--- src/rtl/ivu_pkg.sv ---
`timescale 1ns/1ps
package ivu_pkg;

   localparam int unsigned NSRC     = 5;
   localparam int unsigned IDX_CRIT = 0;
   localparam int unsigned IDX_EDGE = 1;
   localparam int unsigned IDX_LVLA = 2;
   localparam int unsigned IDX_LVLB = 3;
   localparam int unsigned IDX_EXT  = 4;

   typedef enum logic [0:0] {
      SEQ_IDLE = 1'b0,
      SEQ_ACK  = 1'b1
   } seq_e;

   // service address of a one-hot grant among the vectored sources
   function automatic logic [7:0] fixed_target(input logic [NSRC-1:0] g);
      logic [7:0] t;
      t = 8'h00;
      if (g[IDX_CRIT])      t = 8'h24;
      else if (g[IDX_EDGE]) t = 8'h3C;
      else if (g[IDX_LVLA]) t = 8'h34;
      else if (g[IDX_LVLB]) t = 8'h2C;
      return t;
   endfunction

   // restart slot number times eight
   function automatic logic [7:0] restart_target(input logic [2:0] slot);
      return {2'b00, slot, 3'b000};
   endfunction

endpackage

--- src/rtl/ivu_edge_catch.sv ---
`timescale 1ns/1ps
module ivu_edge_catch #(
   parameter bit NEED_HOLD = 1'b0
) (
   input  logic clk,
   input  logic rst_n,
   input  logic req,
   input  logic take,
   output logic pend
);

   logic req_q;
   logic rise;

   always_ff @(posedge clk or negedge rst_n) begin
      if (!rst_n) req_q <= 1'b0;
      else        req_q <= req;
   end

   assign rise = req & ~req_q;

   generate
      if (NEED_HOLD) begin : g_hold
         // pending event is cancelled as soon as the input falls
         always_ff @(posedge clk or negedge rst_n) begin
            if (!rst_n)              pend <= 1'b0;
            else if (rise)           pend <= 1'b1;
            else if (~req || take)   pend <= 1'b0;
         end
      end else begin : g_latch
         // pending event survives until served
         always_ff @(posedge clk or negedge rst_n) begin
            if (!rst_n)      pend <= 1'b0;
            else if (rise)   pend <= 1'b1;
            else if (take)   pend <= 1'b0;
         end
      end
   endgenerate

endmodule

--- src/rtl/ivu_ctl.sv ---
`timescale 1ns/1ps
module ivu_ctl #(
   parameter int MASK_W = 3
) (
   input  logic              clk,
   input  logic              rst_n,
   input  logic              ien_set,
   input  logic              ien_clr,
   input  logic              mask_we,
   input  logic [MASK_W-1:0] mask_val,
   input  logic              maskable_take,
   output logic [MASK_W-1:0] mask_q,
   output logic              ien_q
);

   always_ff @(posedge clk or negedge rst_n) begin
      if (!rst_n)            ien_q <= 1'b0;
      else if (maskable_take) ien_q <= 1'b0;
      else if (ien_clr)      ien_q <= 1'b0;
      else if (ien_set)      ien_q <= 1'b1;
   end

   always_ff @(posedge clk or negedge rst_n) begin
      if (!rst_n)       mask_q <= '1;
      else if (mask_we) mask_q <= mask_val;
   end

endmodule

--- src/rtl/ivu_arb.sv ---
`timescale 1ns/1ps
module ivu_arb #(
   parameter int N = 5
) (
   input  logic [N-1:0] req,
   output logic [N-1:0] grant,
   output logic         any
);

   // index 0 carries the highest rank
   always_comb begin
      logic seen;
      seen  = 1'b0;
      grant = '0;
      for (int i = 0; i < N; i++) begin
         grant[i] = req[i] & ~seen;
         seen     = seen | req[i];
      end
   end

   assign any = |req;

endmodule

--- src/rtl/ivu_seq.sv ---
`timescale 1ns/1ps
module ivu_seq
   import ivu_pkg::*;
#(
   parameter int VEC_W   = 16,
   parameter int OP_W    = 8,
   parameter int ACK_LEN = 1
) (
   input  logic             clk,
   input  logic             rst_n,
   input  logic             accept,
   input  logic [NSRC-1:0]  grant,
   input  logic [OP_W-1:0]  op_in,
   output logic             ack_n,
   output logic             busy,
   output logic             taken,
   output logic [VEC_W-1:0] vector,
   output logic             nonvec
);

   localparam int CNT_W = (ACK_LEN > 1) ? $clog2(ACK_LEN) : 1;

   seq_e state;
   logic ack_last;
   logic unused_op;

   assign unused_op = ^{op_in[OP_W-1:6], op_in[2:0]};

   generate
      if (ACK_LEN == 1) begin : g_single
         assign ack_last = 1'b1;
      end else begin : g_multi
         logic [CNT_W-1:0] cnt;
         always_ff @(posedge clk or negedge rst_n) begin
            if (!rst_n)                cnt <= '0;
            else if (state == SEQ_ACK) cnt <= cnt + 1'b1;
            else                       cnt <= '0;
         end
         assign ack_last = (cnt == CNT_W'(ACK_LEN - 1));
      end
   endgenerate

   always_ff @(posedge clk or negedge rst_n) begin
      if (!rst_n) begin
         state  <= SEQ_IDLE;
         taken  <= 1'b0;
         vector <= '0;
         nonvec <= 1'b0;
      end else begin
         taken <= 1'b0;
         case (state)
            SEQ_IDLE: begin
               if (accept) begin
                  if (grant[IDX_EXT]) begin
                     state <= SEQ_ACK;
                  end else begin
                     taken  <= 1'b1;
                     vector <= VEC_W'(fixed_target(grant));
                     nonvec <= 1'b0;
                  end
               end
            end
            SEQ_ACK: begin
               if (ack_last) begin
                  state  <= SEQ_IDLE;
                  taken  <= 1'b1;
                  vector <= VEC_W'(restart_target(op_in[5:3]));
                  nonvec <= 1'b1;
               end
            end
            default: state <= SEQ_IDLE;
         endcase
      end
   end

   assign ack_n = (state != SEQ_ACK);
   assign busy  = (state != SEQ_IDLE);

endmodule

--- src/rtl/ivu_top.sv ---
`timescale 1ns/1ps
module ivu_top
   import ivu_pkg::*;
#(
   parameter int VEC_W   = 16,
   parameter int OP_W    = 8,
   parameter int ACK_LEN = 1
) (
   input  logic             clk,
   input  logic             rst_n,
   input  logic             crit_req,
   input  logic             edge_req,
   input  logic             lvl_a_req,
   input  logic             lvl_b_req,
   input  logic             ext_req,
   input  logic             insn_end,
   input  logic             ien_set,
   input  logic             ien_clr,
   input  logic             mask_we,
   input  logic [2:0]       mask_val,
   input  logic [OP_W-1:0]  op_in,
   output logic             ack_n,
   output logic             taken,
   output logic [VEC_W-1:0] vector,
   output logic             nonvec
);

   localparam int MASK_W = 3;

   if (VEC_W < 8) begin : g_bad_vec
      $error("ivu_top: VEC_W must hold an 8-bit service address");
   end
   if (OP_W < 6) begin : g_bad_op
      $error("ivu_top: OP_W must cover the restart slot field");
   end
   if (ACK_LEN < 1) begin : g_bad_ack
      $error("ivu_top: ACK_LEN must be at least one cycle");
   end

   logic              crit_pend;
   logic              edge_pend;
   logic [MASK_W-1:0] mask_q;
   logic              ien_q;
   logic [NSRC-1:0]   req;
   logic [NSRC-1:0]   grant;
   logic              any_req;
   logic              busy;
   logic              accept;

   assign accept = insn_end & ~busy & any_req;

   ivu_edge_catch #(.NEED_HOLD(1'b1)) u_crit (
      .clk  (clk),
      .rst_n(rst_n),
      .req  (crit_req),
      .take (accept & grant[IDX_CRIT]),
      .pend (crit_pend)
   );

   ivu_edge_catch #(.NEED_HOLD(1'b0)) u_edge (
      .clk  (clk),
      .rst_n(rst_n),
      .req  (edge_req),
      .take (accept & grant[IDX_EDGE]),
      .pend (edge_pend)
   );

   ivu_ctl #(.MASK_W(MASK_W)) u_ctl (
      .clk          (clk),
      .rst_n        (rst_n),
      .ien_set      (ien_set),
      .ien_clr      (ien_clr),
      .mask_we      (mask_we),
      .mask_val     (mask_val),
      .maskable_take(accept & ~grant[IDX_CRIT]),
      .mask_q       (mask_q),
      .ien_q        (ien_q)
   );

   assign req[IDX_CRIT] = crit_pend & crit_req;
   assign req[IDX_EDGE] = edge_pend & ~mask_q[2] & ien_q;
   assign req[IDX_LVLA] = lvl_a_req & ~mask_q[1] & ien_q;
   assign req[IDX_LVLB] = lvl_b_req & ~mask_q[0] & ien_q;
   assign req[IDX_EXT]  = ext_req & ien_q;

   ivu_arb #(.N(NSRC)) u_arb (
      .req  (req),
      .grant(grant),
      .any  (any_req)
   );

   ivu_seq #(.VEC_W(VEC_W), .OP_W(OP_W), .ACK_LEN(ACK_LEN)) u_seq (
      .clk   (clk),
      .rst_n (rst_n),
      .accept(accept),
      .grant (grant),
      .op_in (op_in),
      .ack_n (ack_n),
      .busy  (busy),
      .taken (taken),
      .vector(vector),
      .nonvec(nonvec)
   );

endmodule

--- config.mk ---
export PLATFORM = sky130hd
export DESIGN_NAME = ivu_top
export DESIGN_NICKNAME = d
export VERILOG_FILES = /design/src/rtl/ivu_pkg.sv /design/src/rtl/ivu_edge_catch.sv /design/src/rtl/ivu_ctl.sv /design/src/rtl/ivu_arb.sv /design/src/rtl/ivu_seq.sv /design/src/rtl/ivu_top.sv
export SDC_FILE = /design/constraint.sdc
export NUM_CORES = 1
export LEC_CHECK = 0
export BUFFER_PORTS_ARGS = -buffer_cell sky130_fd_sc_hd__buf_2
export CELL_PAD_IN_SITES_DETAIL_PLACEMENT = 1
export CELL_PAD_IN_SITES_GLOBAL_PLACEMENT = 1
export CORE_UTILIZATION = 33
export CTS_CLUSTER_SIZE = 24
export DETAILED_ROUTE_END_ITERATION = 6
export GPL_TIMING_DRIVEN = 0
export MAX_ROUTING_LAYER = met4
export PLACE_DENSITY_LB_ADDON = 0.08
export SLEW_MARGIN = 20
export SYNTH_ARGS = -nofsm -noshare
export SYNTH_HDL_FRONTEND = slang
export SYNTH_SLANG_ARGS = --single-unit
--- constraint.sdc ---
create_clock -name clk -period 2.05 [get_ports clk]
set_clock_uncertainty 0.1 [all_clocks]
set_input_delay 0.1025 -clock clk [delete_from_list [all_inputs] [get_ports clk]]
set_output_delay 0.1025 -clock clk [all_outputs]
set_load 0.02 [all_outputs]
==> impl_metrics.sql, run 1 <==
INSERT INTO impl_metrics (metric_group, metric, value, unit) VALUES
('sta', 'rsz_0062_raised_after_global_routing', 'false', ''),
('synth', 'yosys.cell_types.count', '28', ''),
('floorplan', 'floorplan.io_pins', '41', ''),
('placement', 'gp_routability_congestion', '0.6648', ''),
('global_route', 'grt_busiest_layer', 'met2', ''),
('synth', 'synth.yosys.seq_area_share', '51.01', '%'),
('clock_network', 'cts_tree', 'built', ''),
('route', 'drt-pass1-iter-count', '4', ''),
('global_route', 'antenna_found_initial', '0', ''),
('hold_path', 'classification_of_the_worst_slack_hold_path', 'in -> reg', ''),
('clock_network', 'cts_inserted_buffers', '3', ''),
('global_route', 'grt_start_max_net_pins', '16', ''),
('synth', 'post_synth_edffs', '0', ''),
('clock_network', 'number_of_clock_sinks', '15', ''),
('synth', 'yosys_most_used_dff', 'dfrtp_1', ''),
('route', 'route.detailed.drc', '0', ''),
('power', 'vdd_drop_max', '0.3226', 'mV'),
('worst_setup_path', 'longest_individual_stage_delay_on_the_worst_path', '0.54', 'ns'),
('route', 'drt.antenna.violating_nets', '0', ''),
('worst_setup_path', 'cp.arrival', '1.95', 'ns'),
('floorplan', 'core_area', '2042', 'um2'),
('floorplan', 'die_area', '2446', 'um2'),
('clock_network', 'ctsLongestPathBuffers', '2', ''),
('sta', 'finalSetupTns', '0', 'ns'),
('global_route', 'grt_overflow_total', '0', ''),
('placement', 'post_dp_hpwl', '1.164', 'mm'),
('synth', 'post-synth-top-area-fraction', '40.40', '%'),
('worst_setup_path', 'timing.critical_path.slowest_stage_cell', 'dlygate4sd3_1', ''),
('floorplan', 'floorplan.initialDensity', '36.40', '%'),
('synth', 'syn_avg_cell_area', '10.77', 'um2'),
('route', 'finalWirelength', '1.643', 'mm'),
('global_route', 'globalRouteMet1Util', '17.25', '%'),
('flow_run', 'maxCapViolCount', '0', ''),
('run_status', 'run_status', 'finished, final reports clean', ''),
('sta', 'setup_viol', '0', ''),
('worst_setup_path', 'worst_setup_path_start_kind', 'flip-flop', ''),
('floorplan', 'fp.dieW', '49.46', 'um'),
('sta', 'max_freq', '531.0', 'MHz'),
('worst_setup_path', 'crit_buf_inv', '1', ''),
('route', 'vias_per_cell', '4.216', ''),
('route', 'drt_iter0_drc', '3', ''),
('layout', 'areaGrowthSynthToFinish', '47.98', '%'),
('sta', 'hold_viol', '0', ''),
('clock_network', 'cts.htree.levels', '1', ''),
('synth', 'syn-instance-count', '69', ''),
('synth', 'ys_top_cells_by_area', 'dfrtp_1 40%, buf_4 12%, dfstp_2 11%', ''),
('placement', 'numPortBuffers', '23', ''),
('worst_setup_path', 'r2r_slack', '0.17', 'ns'),
('worst_setup_path', 'required_time_worst_endpoint', '2.12', 'ns'),
('global_route', 'first_pass_grt_wire_length', '2.953', 'mm'),
('clock_network', 'clk_pin_slew', '0.08', 'ns'),
('power', 'power_per_cell_area', '666.3', 'nW/um2'),
('floorplan', 'chipHeight', '49.46', 'um'),
('global_route', 'number_of_global_route_vias_before_repair', '646', ''),
('power', 'report.power.total', '0.7328', 'mW'),
('global_route', 'met2_usage', '29.91', '%'),
('synth', 'synthDominantAreaCellType', 'dfrtp_1', ''),
('sta', 'fin_crit_sh', '91.87', '%'),
('layout', 'nFillCells', '259', ''),
('worst_setup_path', 'worst_setup_path_end_kind', 'flip-flop', ''),
('synth', 'share_of_async_settable_or_async_resettable_flops_after_synthesis', '100.0', '%'),
('synth', 'syn-cell-area', '743.2', 'um2'),
('layout', 'diodes', '0', ''),
('synth', 'ys_warn_count', '0', ''),
('clock_network', 'root_buf_cell', 'clkbuf_4', ''),
('clock_network', 'clkLatencyLatePin', '0.28', 'ns'),
('synth', 'synth-seq-cells', '15', ''),
('worst_setup_path', 'critPathTopFamily', 'buffers and inverters', ''),
('worst_setup_path', 'critPathMaxFanout', '7', ''),
('power', 'total_leakage_power', '0.5565', 'nW'),
('route', 'count_of_vias_placed_by_the_detailed_router', '624', ''),
('layout', 'fin_nets', '144', ''),
('sta', 'post-route-min-period', '1.883', 'ns'),
('layout', 'post_route_cells_drive_above_1_share', '38.84', '%'),
('global_route', 'grt.met3_usage', '6.790', '%'),
('global_route', 'globalRouteTotalUtil', '17.07', '%'),
('synth', 'netlist_top_cells_count', '12 x buf_4, 12 x dfrtp_1, 4 x nand2_1, 4 x nor2_1', ''),
('floorplan', 'rows', '16', ''),
('sta', 'finalMaxSlewViolations', '0', ''),
('route', 'routedWlPerCell', '11.10', 'um'),
('worst_setup_path', 'worstPathCellList', 'nor2b_2 -> and3_4 -> a21boi_2 -> nor3_2 -> dlygate4sd3_1', ''),
('worst_setup_path', 'critical_path_class', 'reg -> reg', '');
-- routing by layer --
layer / routed length, um / vias up
met5: 0 / -
met4: 15 / 0
met2: 878 / 23
li1: - / 307
met3: 108 / 2
met1: 641 / 292
-- sequential cells by signal, indices dropped and copies added, names as in the netlist --
name,flops
u_crit.pend,1
u_crit.req_q,1
u_ctl.ien_q,1
u_ctl.mask_q,3
u_edge.pend,1
u_edge.req_q,1
u_seq.busy,1
u_seq.nonvec,1
u_seq.taken,1
u_seq.vector,4
-- where the power goes --
group	internal, mW	leakage (nW)	switching (mW)
Sequential	0.336	0.173	0.0184
Combinational	0.100	0.368	0.110
Clock	0.0755	0.0150	0.0927
Total	0.512	0.556	0.221
-- cell usage in the layout, fill, tap and decap left out, types with 3 or more instances in the layout --
cell type,synthesis,layout
inv_1,3,3
conb_1,1,12
buf_2,0,23
clkbuf_4,0,3
nand2_1,4,4
nor2_1,4,4
dfrtp_1,12,12
buf_4,12,12
mux2_1,3,3
dlygate4sd3_1,0,14
dfstp_2,3,3
-- logic make-up (layout without fill, tap and decap cells) --
group,count (synthesis),after routing,share of synthesized area [%]
and+or+nand+nor,24,24,20.54
DFF,15,15,51.01
buffers and inverters,15,56,13.64
AOI/OAI and AO/OA,11,11,9.764
muxes,3,3,4.545
other,1,12,0.5046
-- worst min-delay path, delay by kind of cell --
kind                   cells  cell delay (ns)
and+or+nand+nor            1             0.11
AOI/OAI and AO/OA          1             0.08
buffers and inverters      1             0.07
-- area by class of cell --
class	count	area (um2)	share of cell area (%)
well taps	27	33.78	3.072
flip-flops and latches	15	379.1	34.47
plain buffers	12	90.09	8.191
inverters	3	11.26	1.024
clock buffers	4	26.28	2.389
repair buffers	37	255.2	23.21
multi-input cells	50	304.0	27.65
-- what timing repair did --
item,4_1_cts,5_1_grt
buffers inserted,0,0
hold buffers,14,0
resized for setup,0,0
endpoints found under the hold margin,25,0
setup endpoints to repair,0,0
-- stage by stage --
stage	cells	hold WS (ns)	cell area [um2]	worst slack, ns	util [%]
2_1_floorplan	80	-0.2931	784.5	0.6606	-
3_3_place_gp	130	-0.07249	933.4	0.5950	45.71
3_5_place_dp	130	-0.07379	933.4	0.5868	45.71
4_1_cts	148	0.009512	1100	0.1366	53.86
5_1_grt	148	0.03523	1100	0.04793	53.86
6_report	148	0.02187	1100	0.1666	53.86
-- final timing paths --
kind,end,depth (start not counted),startpoint
setup / recovery,u_ctl.ien_q,5,u_seq.busy
hold / removal,u_seq.vector[5],3,op_in[5]
setup reg to reg,u_ctl.ien_q,5,u_seq.busy
hold reg to reg,u_seq.vector[2],1,u_seq.vector[2]
max in group asynchronous,u_ctl.mask_q[1],2,rst_n
min in group asynchronous,u_edge.pend,2,rst_n
(Power assumes the default switching activity.)
==> run 2: changes to the inputs <==
--- a/config.mk
+++ b/config.mk
@@ -8,6 +8,7 @@
 export BUFFER_PORTS_ARGS = -buffer_cell sky130_fd_sc_hd__buf_2
 export CELL_PAD_IN_SITES_DETAIL_PLACEMENT = 1
 export CELL_PAD_IN_SITES_GLOBAL_PLACEMENT = 1
+export CORE_MARGIN = 2
 export CORE_UTILIZATION = 33
 export CTS_CLUSTER_SIZE = 24
 export DETAILED_ROUTE_END_ITERATION = 6
==> impl_metrics.sql, run 2 (synthesis results as in run 1) <==
INSERT INTO impl_metrics (metric_group, metric, value, unit) VALUES
('power', 'switching_share', '29.98', '%'),
('worst_setup_path', 'worst_setup_path_end_kind', 'flip-flop', ''),
('run_status', 'run_status', 'finished, final reports clean', ''),
('hold_path', 'classification_of_the_worst_slack_hold_path', 'in -> reg', ''),
('worst_setup_path', 'r2r-end', 'u_ctl.ien_q', ''),
('power', 'power_frac_seq', '48.8', '%'),
('worst_setup_path', 'r2r.worst_path.cells', '5', ''),
('layout', 'fin_nets', '143', ''),
('layout', 'post_route_cells_drive_above_1_share', '39.17', '%'),
('layout', 'largest_register_ff_count', '4', ''),
('sta', 'max_freq', '529.8', 'MHz'),
('clock_network', 'root_buf_cell', 'clkbuf_4', ''),
('clock_network', 'clkLatencyLatePin', '0.28', 'ns'),
('layout', 'finish.cell_count_without_fillers', '148', ''),
('layout', 'top_register', 'u_seq.vector', ''),
('global_route', 'number_of_global_route_vias_before_repair', '626', ''),
('global_route', 'grt_start_max_net_pins', '16', ''),
('sta', 'setup_viol', '0', ''),
('global_route', 'antenna_found_initial', '0', ''),
('route', 'count_of_vias_placed_by_the_detailed_router', '617', ''),
('placement', 'post_dp_hpwl', '1.147', 'mm'),
('clock_network', 'cts.htree.levels', '1', ''),
('sta', 'fin_crit_sh', '92.08', '%'),
('hold_path', 'hold_path.startpoint', 'mask_we', ''),
('hold_path', 'timing.hold.worst_path_depth', '2', ''),
('sta', 'finalSetupTns', '0', 'ns'),
('power', 'vdd_drop_max', '0.3863', 'mV'),
('placement', 'post-place-cells', '131', ''),
('worst_setup_path', 'required_time_worst_endpoint', '2.12', 'ns'),
('floorplan', 'fp.dieW', '51.46', 'um'),
('power', 'total_leakage_power', '0.5522', 'nW'),
('worst_setup_path', 'cp.arrival', '1.96', 'ns'),
('route', 'finalWirelength', '1.569', 'mm'),
('sta', 'finalMaxSlewViolations', '0', ''),
('layout', 'most-common-layout-cells', '23 x buf_2, 13 x dlygate4sd3_1, 12 x buf_4, 12 x conb_1, 12 x dfrtp_1', ''),
('sta', 'hold_viol', '0', ''),
('layout', 'most_common_cell_after_layout_fill_and_taps_aside', 'buf_2', ''),
('global_route', 'grt_overflow_total', '0', ''),
('global_route', 'first_pass_grt_wire_length', '2.773', 'mm'),
('route', 'drt.antenna.violating_nets', '0', ''),
('sta', 'rsz_0062_raised_after_global_routing', 'false', ''),
('global_route', 'globalRouteTotalUtil', '14.75', '%'),
('placement', 'numPortBuffers', '23', ''),
('floorplan', 'rows', '17', ''),
('clock_network', 'cts_inserted_buffers', '3', ''),
('hold_path', 'hold_end', 'u_ctl.mask_q[0]', ''),
('floorplan', 'floorplan.initialDensity', '34.26', '%'),
('worst_setup_path', 'critPathMaxFanout', '7', ''),
('route', 'vias_per_cell', '4.169', ''),
('clock_network', 'clk_pin_slew', '0.08', 'ns'),
('power', 'power_frac_clock', '22.9', '%'),
('worst_setup_path', 'critical_path_class', 'reg -> reg', ''),
('placement', 'gp_routability_congestion', '0.6651', ''),
('clock_network', 'ctsLongestPathBuffers', '2', ''),
('sta', 'post-route-min-period', '1.888', 'ns'),
('power', 'power_per_cell_area', '666.5', 'nW/um2'),
('clock_network', 'number_of_clock_sinks', '15', ''),
('floorplan', 'die_area', '2648', 'um2'),
('route', 'routedWlPerCell', '10.60', 'um'),
('worst_setup_path', 'crit-reg2reg-launch', 'u_seq.busy', ''),
('power', 'internal-power', '0.5092', 'mW'),
('clock_network', 'cts_tree', 'built', ''),
('route', 'drt_iter0_drc', '3', ''),
('route', 'route.detailed.drc', '0', ''),
('layout', 'largest_registers_in_the_final_layout', 'u_seq.vector: 4 flops, u_ctl.mask_q: 3 flops', ''),
('layout', 'areaGrowthSynthToFinish', '46.80', '%'),
('power', 'power.combinational.fraction', '28.3', '%'),
('worst_setup_path', 'worst_setup_path_start_kind', 'flip-flop', ''),
('flow_run', 'maxCapViolCount', '0', ''),
('route', 'drt-pass1-iter-count', '2', ''),
('power', 'net-switching-power', '0.2180', 'mW'),
('layout', 'diodes', '0', ''),
('worst_setup_path', 'r2r_slack', '0.16', 'ns'),
('floorplan', 'core_area', '2170', 'um2'),
('floorplan', 'floorplan.io_pins', '41', ''),
('floorplan', 'chipHeight', '51.46', 'um');
-- run 2: changes by cell type in the layout (fill, tap and decap cells not counted) --
cell | before | now
dlygate4sd3_1 | 14 | 13
-- run 2: stage by stage --
stage          total power, mW  utilization [%]  setup slack (ns)  hold slack, ns  cell area [um2]
3_3_place_gp            0.5398            43.08            0.5895        -0.07313            934.6
4_1_cts                 0.7365            50.29            0.1455        0.001202             1091
5_1_grt                 0.7773            50.29           0.06899         0.01499             1091
6_report                0.7272            50.29            0.1623         0.01175             1091
3_5_place_dp            0.5447            43.08            0.5747        -0.07375            934.6
2_1_floorplan           0.4839                -            0.6606         -0.2931            784.5
-- run 2: how the worst max path moves through the flow --
stage               startpoint  cells past startpoint              end  slack, ns
3_5_place_dp   u_ctl.mask_q[2]                      4  u_seq.vector[5]       0.57
5_1_grt             u_seq.busy                      5      u_ctl.ien_q       0.07
3_3_place_gp   u_ctl.mask_q[1]                      4  u_seq.vector[5]       0.59
6_report            u_seq.busy                      5      u_ctl.ien_q       0.16
4_1_cts             u_seq.busy                      5      u_ctl.ien_q       0.15
2_1_floorplan  u_ctl.mask_q[1]                      4  u_seq.vector[5]       0.66
-- run 2: metal layers --
| layer | share of wire (%) | vias up | global-route usage, % |
|---|---|---|---|
| met2 | 52 | 23 | 25.43 |
| li1 | - | 307 | - |
| met4 | 0.64 | 0 | 3.947 |
| met3 | 6.9 | 2 | 5.263 |
| met1 | 40 | 285 | 16.05 |
| met5 | 0 | - | - |
-- run 2: worst max-delay path, cell delays in order, from the launching register on --
cell and delay (ns):
dfrtp_1 0.46, nor2b_2 0.20, and3_4 0.22, a21boi_2 0.19, nor3_2 0.06, dlygate4sd3_1 0.55
-- run 2: cell type report --
cell class | count | area [um2]
sequential | 15 | 379.1
fill | 275 | 1079
clock buffer | 4 | 26.28
inverter | 3 | 11.26
multi-input combinational | 50 | 304.0
tap | 28 | 35.03
buffer | 12 | 90.09
timing repair buffer | 36 | 245.2
-- run 2: timing repair --
item	CTS	global route
buffers inserted	0	0
gates resized for setup	0	0
endpoints found under the hold margin	25	0
hold buffers	13	0
-- run 2: power by group through the flow --
stage,clock [mW],sequential (mW),combinational (mW)
2_1_floorplan,0,0.389,0.0951
3_3_place_gp,0,0.359,0.181
3_5_place_dp,0,0.361,0.184
4_1_cts,0.174,0.355,0.207
5_1_grt,0.186,0.360,0.231
6_report,0.166,0.355,0.206
==> run 3: changes to the inputs <==
--- a/config.mk
+++ b/config.mk
@@ -9,13 +9,15 @@
 export CELL_PAD_IN_SITES_DETAIL_PLACEMENT = 1
 export CELL_PAD_IN_SITES_GLOBAL_PLACEMENT = 1
 export CORE_MARGIN = 2
-export CORE_UTILIZATION = 33
+export CORE_UTILIZATION = 32
 export CTS_CLUSTER_SIZE = 24
 export DETAILED_ROUTE_END_ITERATION = 6
 export GPL_TIMING_DRIVEN = 0
+export HOLD_SLACK_MARGIN = 0.05
 export MAX_ROUTING_LAYER = met4
 export PLACE_DENSITY_LB_ADDON = 0.08
 export SLEW_MARGIN = 20
 export SYNTH_ARGS = -nofsm -noshare
 export SYNTH_HDL_FRONTEND = slang
+export SYNTH_HIERARCHICAL = 1
 export SYNTH_SLANG_ARGS = --single-unit
==> constraint.sdc (replaced) <==
create_clock -name clk -period 2.11 [get_ports clk]
set_clock_uncertainty 0.1 [all_clocks]
set_input_delay 0.1055 -clock clk [delete_from_list [all_inputs] [get_ports clk]]
set_output_delay 0.1055 -clock clk [all_outputs]
set_load 0.02 [all_outputs]
==> impl_metrics.sql, run 3 <==
INSERT INTO impl_metrics (metric_group, metric, value, unit) VALUES
('synth', 'netlist_top_cells_count', '13 x buf_4, 12 x dfrtp_1, 4 x inv_1, 4 x nand2_1', ''),
('worst_setup_path', 'cp.arrival', '2.09', 'ns'),
('synth', 'yosys_most_used_dff', 'dfrtp_1', ''),
('worst_setup_path', 'critPathTopFamily', 'simple AND/OR/NAND/NOR gates', ''),
('global_route', 'antenna_found_initial', '0', ''),
('synth', 'yosysMostFrequentCell', 'buf_4', ''),
('worst_setup_path', 'worst_setup_path_start_kind', 'flip-flop', ''),
('worst_setup_path', 'critPathMostFrequentCell', 'and3b_2', ''),
('power', 'total_leakage_power', '0.6386', 'nW'),
('sta', 'setup_viol', '0', ''),
('route', 'count_of_vias_placed_by_the_detailed_router', '692', ''),
('global_route', 'grt_start_max_net_pins', '16', ''),
('power', 'power_per_cell_area', '650.7', 'nW/um2'),
('layout', 'most_common_cell_after_layout_fill_and_taps_aside', 'buf_2', ''),
('synth', 'synthDominantAreaCellType', 'dfrtp_1', ''),
('clock_network', 'root_buf_cell', 'clkbuf_4', ''),
('sta', 'holdWs', '0.1100', 'ns'),
('synth', 'share_of_async_settable_or_async_resettable_flops_after_synthesis', '100.0', '%'),
('worst_setup_path', 'critPathMaxFanout', '5', ''),
('route', 'drt.antenna.violating_nets', '0', ''),
('synth', 'ys_top_cells_by_area', 'dfrtp_1 37%, buf_4 12%, dfstp_2 9.6%', ''),
('power', 'power_frac_seq', '45.2', '%'),
('layout', 'finish.cell_count_without_fillers', '160', ''),
('placement', 'post-place-cells', '140', ''),
('power', 'internal-power', '0.5352', 'mW'),
('worst_setup_path', 'worstPathCellList', 'and3b_2 -> nor4_4 -> nand2b_1 -> and3b_2 -> or2b_4 -> a21oi_2 -> a2bb2oi_1', ''),
('floorplan', 'floorplan.io_pins', '41', ''),
('sta', 'rsz_0062_raised_after_global_routing', 'true', ''),
('global_route', 'globalRouteTotalUtil', '15.92', '%'),
('floorplan', 'die_area', '2990', 'um2'),
('layout', 'largest_registers_in_the_final_layout', 'u_seq/vector: 4 flops, u_ctl/mask_q: 3 flops', ''),
('sta', 'fin_crit_sh', '93.47', '%'),
('global_route', 'first_pass_grt_wire_length', '3.118', 'mm'),
('worst_setup_path', 'worst_setup_path_end_kind', 'flip-flop', ''),
('synth', 'synth-seq-cells', '15', ''),
('synth', 'post-synth-top-area-fraction', '36.53', '%'),
('layout', 'nFillCells', '300', ''),
('route', 'vias_per_cell', '4.325', ''),
('clock_network', 'ctsLongestPathBuffers', '2', ''),
('synth', 'ys_warn_count', '6', ''),
('synth', 'synth.yosys.seq_area_share', '46.12', '%'),
('clock_network', 'clk_pin_slew', '0.09', 'ns'),
('placement', 'numPortBuffers', '23', ''),
('run_status', 'run_status', 'finished, final reports clean', ''),
('power', 'power.combinational.fraction', '33.7', '%'),
('layout', 'fin_nets', '153', ''),
('floorplan', 'floorplan.initialDensity', '33.49', '%'),
('route', 'finalWirelength', '1.935', 'mm'),
('synth', 'syn-instance-count', '76', ''),
('sta', 'hold_viol', '0', ''),
('clock_network', 'cts_inserted_buffers', '3', ''),
('clock_network', 'number_of_clock_sinks', '15', ''),
('worst_setup_path', 'critical_path_class', 'reg -> reg', ''),
('sta', 'max_freq', '507.0', 'MHz'),
('worst_setup_path', 'required_time_worst_endpoint', '2.23', 'ns'),
('sta', 'finalSetupTns', '0', 'ns'),
('worst_setup_path', 'crit_buf_inv', '0', ''),
('layout', 'top_register', 'u_seq/vector', ''),
('worst_setup_path', 'timing.critical_path.slowest_stage_cell', 'dfstp_2', ''),
('power', 'vdd_drop_max', '0.3943', 'mV'),
('floorplan', 'fp.dieW', '54.69', 'um'),
('layout', 'areaGrowthSynthToFinish', '47.79', '%'),
('layout', 'most-common-layout-cells', '23 x buf_2, 15 x buf_4, 14 x dlygate4sd3_1', ''),
('global_route', 'grt_overflow_total', '0', ''),
('layout', 'post_route_cells_drive_above_1_share', '43.08', '%'),
('clock_network', 'cts_tree', 'built', ''),
('floorplan', 'chipHeight', '54.69', 'um'),
('synth', 'post_synth_edffs', '0', ''),
('synth', 'syn-cell-area', '822.0', 'um2'),
('global_route', 'number_of_global_route_vias_before_repair', '674', ''),
('worst_setup_path', 'longest_individual_stage_delay_on_the_worst_path', '0.53', 'ns'),
('power', 'report.power.total', '0.7905', 'mW'),
('route', 'drt-pass1-iter-count', '3', ''),
('placement', 'post_dp_hpwl', '1.350', 'mm'),
('synth', 'syn_avg_cell_area', '10.82', 'um2'),
('power', 'power_frac_clock', '21.1', '%'),
('sta', 'post-route-min-period', '1.972', 'ns'),
('route', 'drt_iter0_drc', '3', ''),
('flow_run', 'maxCapViolCount', '0', ''),
('placement', 'gp_routability_congestion', '0.6592', ''),
('layout', 'final-seq-area', '379.1', 'um2'),
('sta', 'finalMaxSlewViolations', '0', ''),
('power', 'switching_share', '32.30', '%'),
('clock_network', 'cts.htree.levels', '1', ''),
('floorplan', 'core_area', '2455', 'um2'),
('floorplan', 'rows', '18', ''),
('layout', 'diodes', '0', ''),
('power', 'net-switching-power', '0.2553', 'mW'),
('clock_network', 'clkLatencyLatePin', '0.29', 'ns'),
('hold_path', 'classification_of_the_worst_slack_hold_path', 'in -> reg', ''),
('route', 'routedWlPerCell', '12.09', 'um'),
('layout', 'largest_register_ff_count', '4', ''),
('layout', 'area_taken_by_multi_input_logic_gates', '389.1', 'um2'),
('synth', 'yosys.cell_types.count', '31', ''),
('route', 'route.detailed.drc', '0', '');
[run 3: cell types whose count changed after synthesis, moves of 2 or more]
| cell | before | now |
|---|---|---|
| mux2_2 | 0 | 3 |
| mux2_1 | 3 | 0 |
| o211ai_1 | 0 | 2 |
| a22oi_1 | 2 | 0 |
| and4b_1 | 0 | 2 |
| nor2b_1 | 1 | 3 |
| nor2_1 | 4 | 2 |
| and3b_1 | 0 | 3 |
| a2bb2oi_1 | 0 | 2 |
[run 3: cell type report]
class / instances / area share (%)
inverters: 4 / 1.236
clock buffers: 4 / 2.163
well taps: 30 / 3.090
multi-input cells: 55 / 32.03
repair buffers: 39 / 22.25
flip-flops and latches: 15 / 31.20
plain buffers: 13 / 8.033
[run 3: logic make-up after synthesis]
kind of cell | count (synthesis) | synth area share (%)
simple gates | 29 | 25.72
buf+inv | 17 | 13.70
flops | 15 | 46.12
compound gates | 11 | 9.892
mux | 3 | 4.109
other cells | 1 | 0.4562
[run 3: per-layer routing]
metal	GRT usage (%)	wire length [um]
met1	17.40	756
met2	25.99	1016
met3	5.191	126
met4	7.500	36
met5	-	0
[run 3: final timing paths]
| kind | startpoint | end | slack (ns) | cells after the start |
|---|---|---|---|---|
| setup / recovery | u_ctl/mask_q[1] | u_seq/vector[3] | 0.14 | 7 |
| hold / removal | insn_end | u_ctl/ien_q | 0.11 | 3 |
| setup reg to reg | u_ctl/mask_q[1] | u_seq/vector[3] | 0.14 | 7 |
| hold reg to reg | u_crit/req_q | u_crit/pend | 0.33 | 1 |
| max in group asynchronous | rst_n | u_ctl/mask_q[2] | 1.47 | 2 |
| min in group asynchronous | rst_n | u_seq/taken | 0.14 | 2 |
[run 3: repair_timing]
action | CTS | global route
gates cloned | 0 | 0
hold buffers | 14 | 0
pin swaps | 0 | 4
gates resized for setup | 1 | 3
setup endpoints to repair | 2 | 6
setup buffers | 0 | 2
endpoints found under the hold margin | 26 | 0
[run 3: tightest hold or removal path: stages]
cell      delay, ns
buf_2          0.10
and4bb_1       0.21
nor3_1         0.05
[run 3: per-stage QoR]
stage,cell area [um2],utilization [%],worst slack [ns]
2_1_floorplan,863.3,-,0.1820
3_3_place_gp,1016,41.39,0.03243
3_5_place_dp,1016,41.39,-0.02309
4_1_cts,1186,48.32,0.04712
5_1_grt,1215,49.49,-0.02660
6_report,1215,49.49,0.1378
[run 3: power by group through the flow]
stage          clock [mW]  combinational (mW)  sequential (mW)
6_report            0.167               0.266            0.357
3_3_place_gp            0               0.224            0.359
3_5_place_dp            0               0.229            0.361
4_1_cts             0.179               0.255            0.357
5_1_grt             0.189               0.293            0.364
2_1_floorplan           0               0.121            0.397
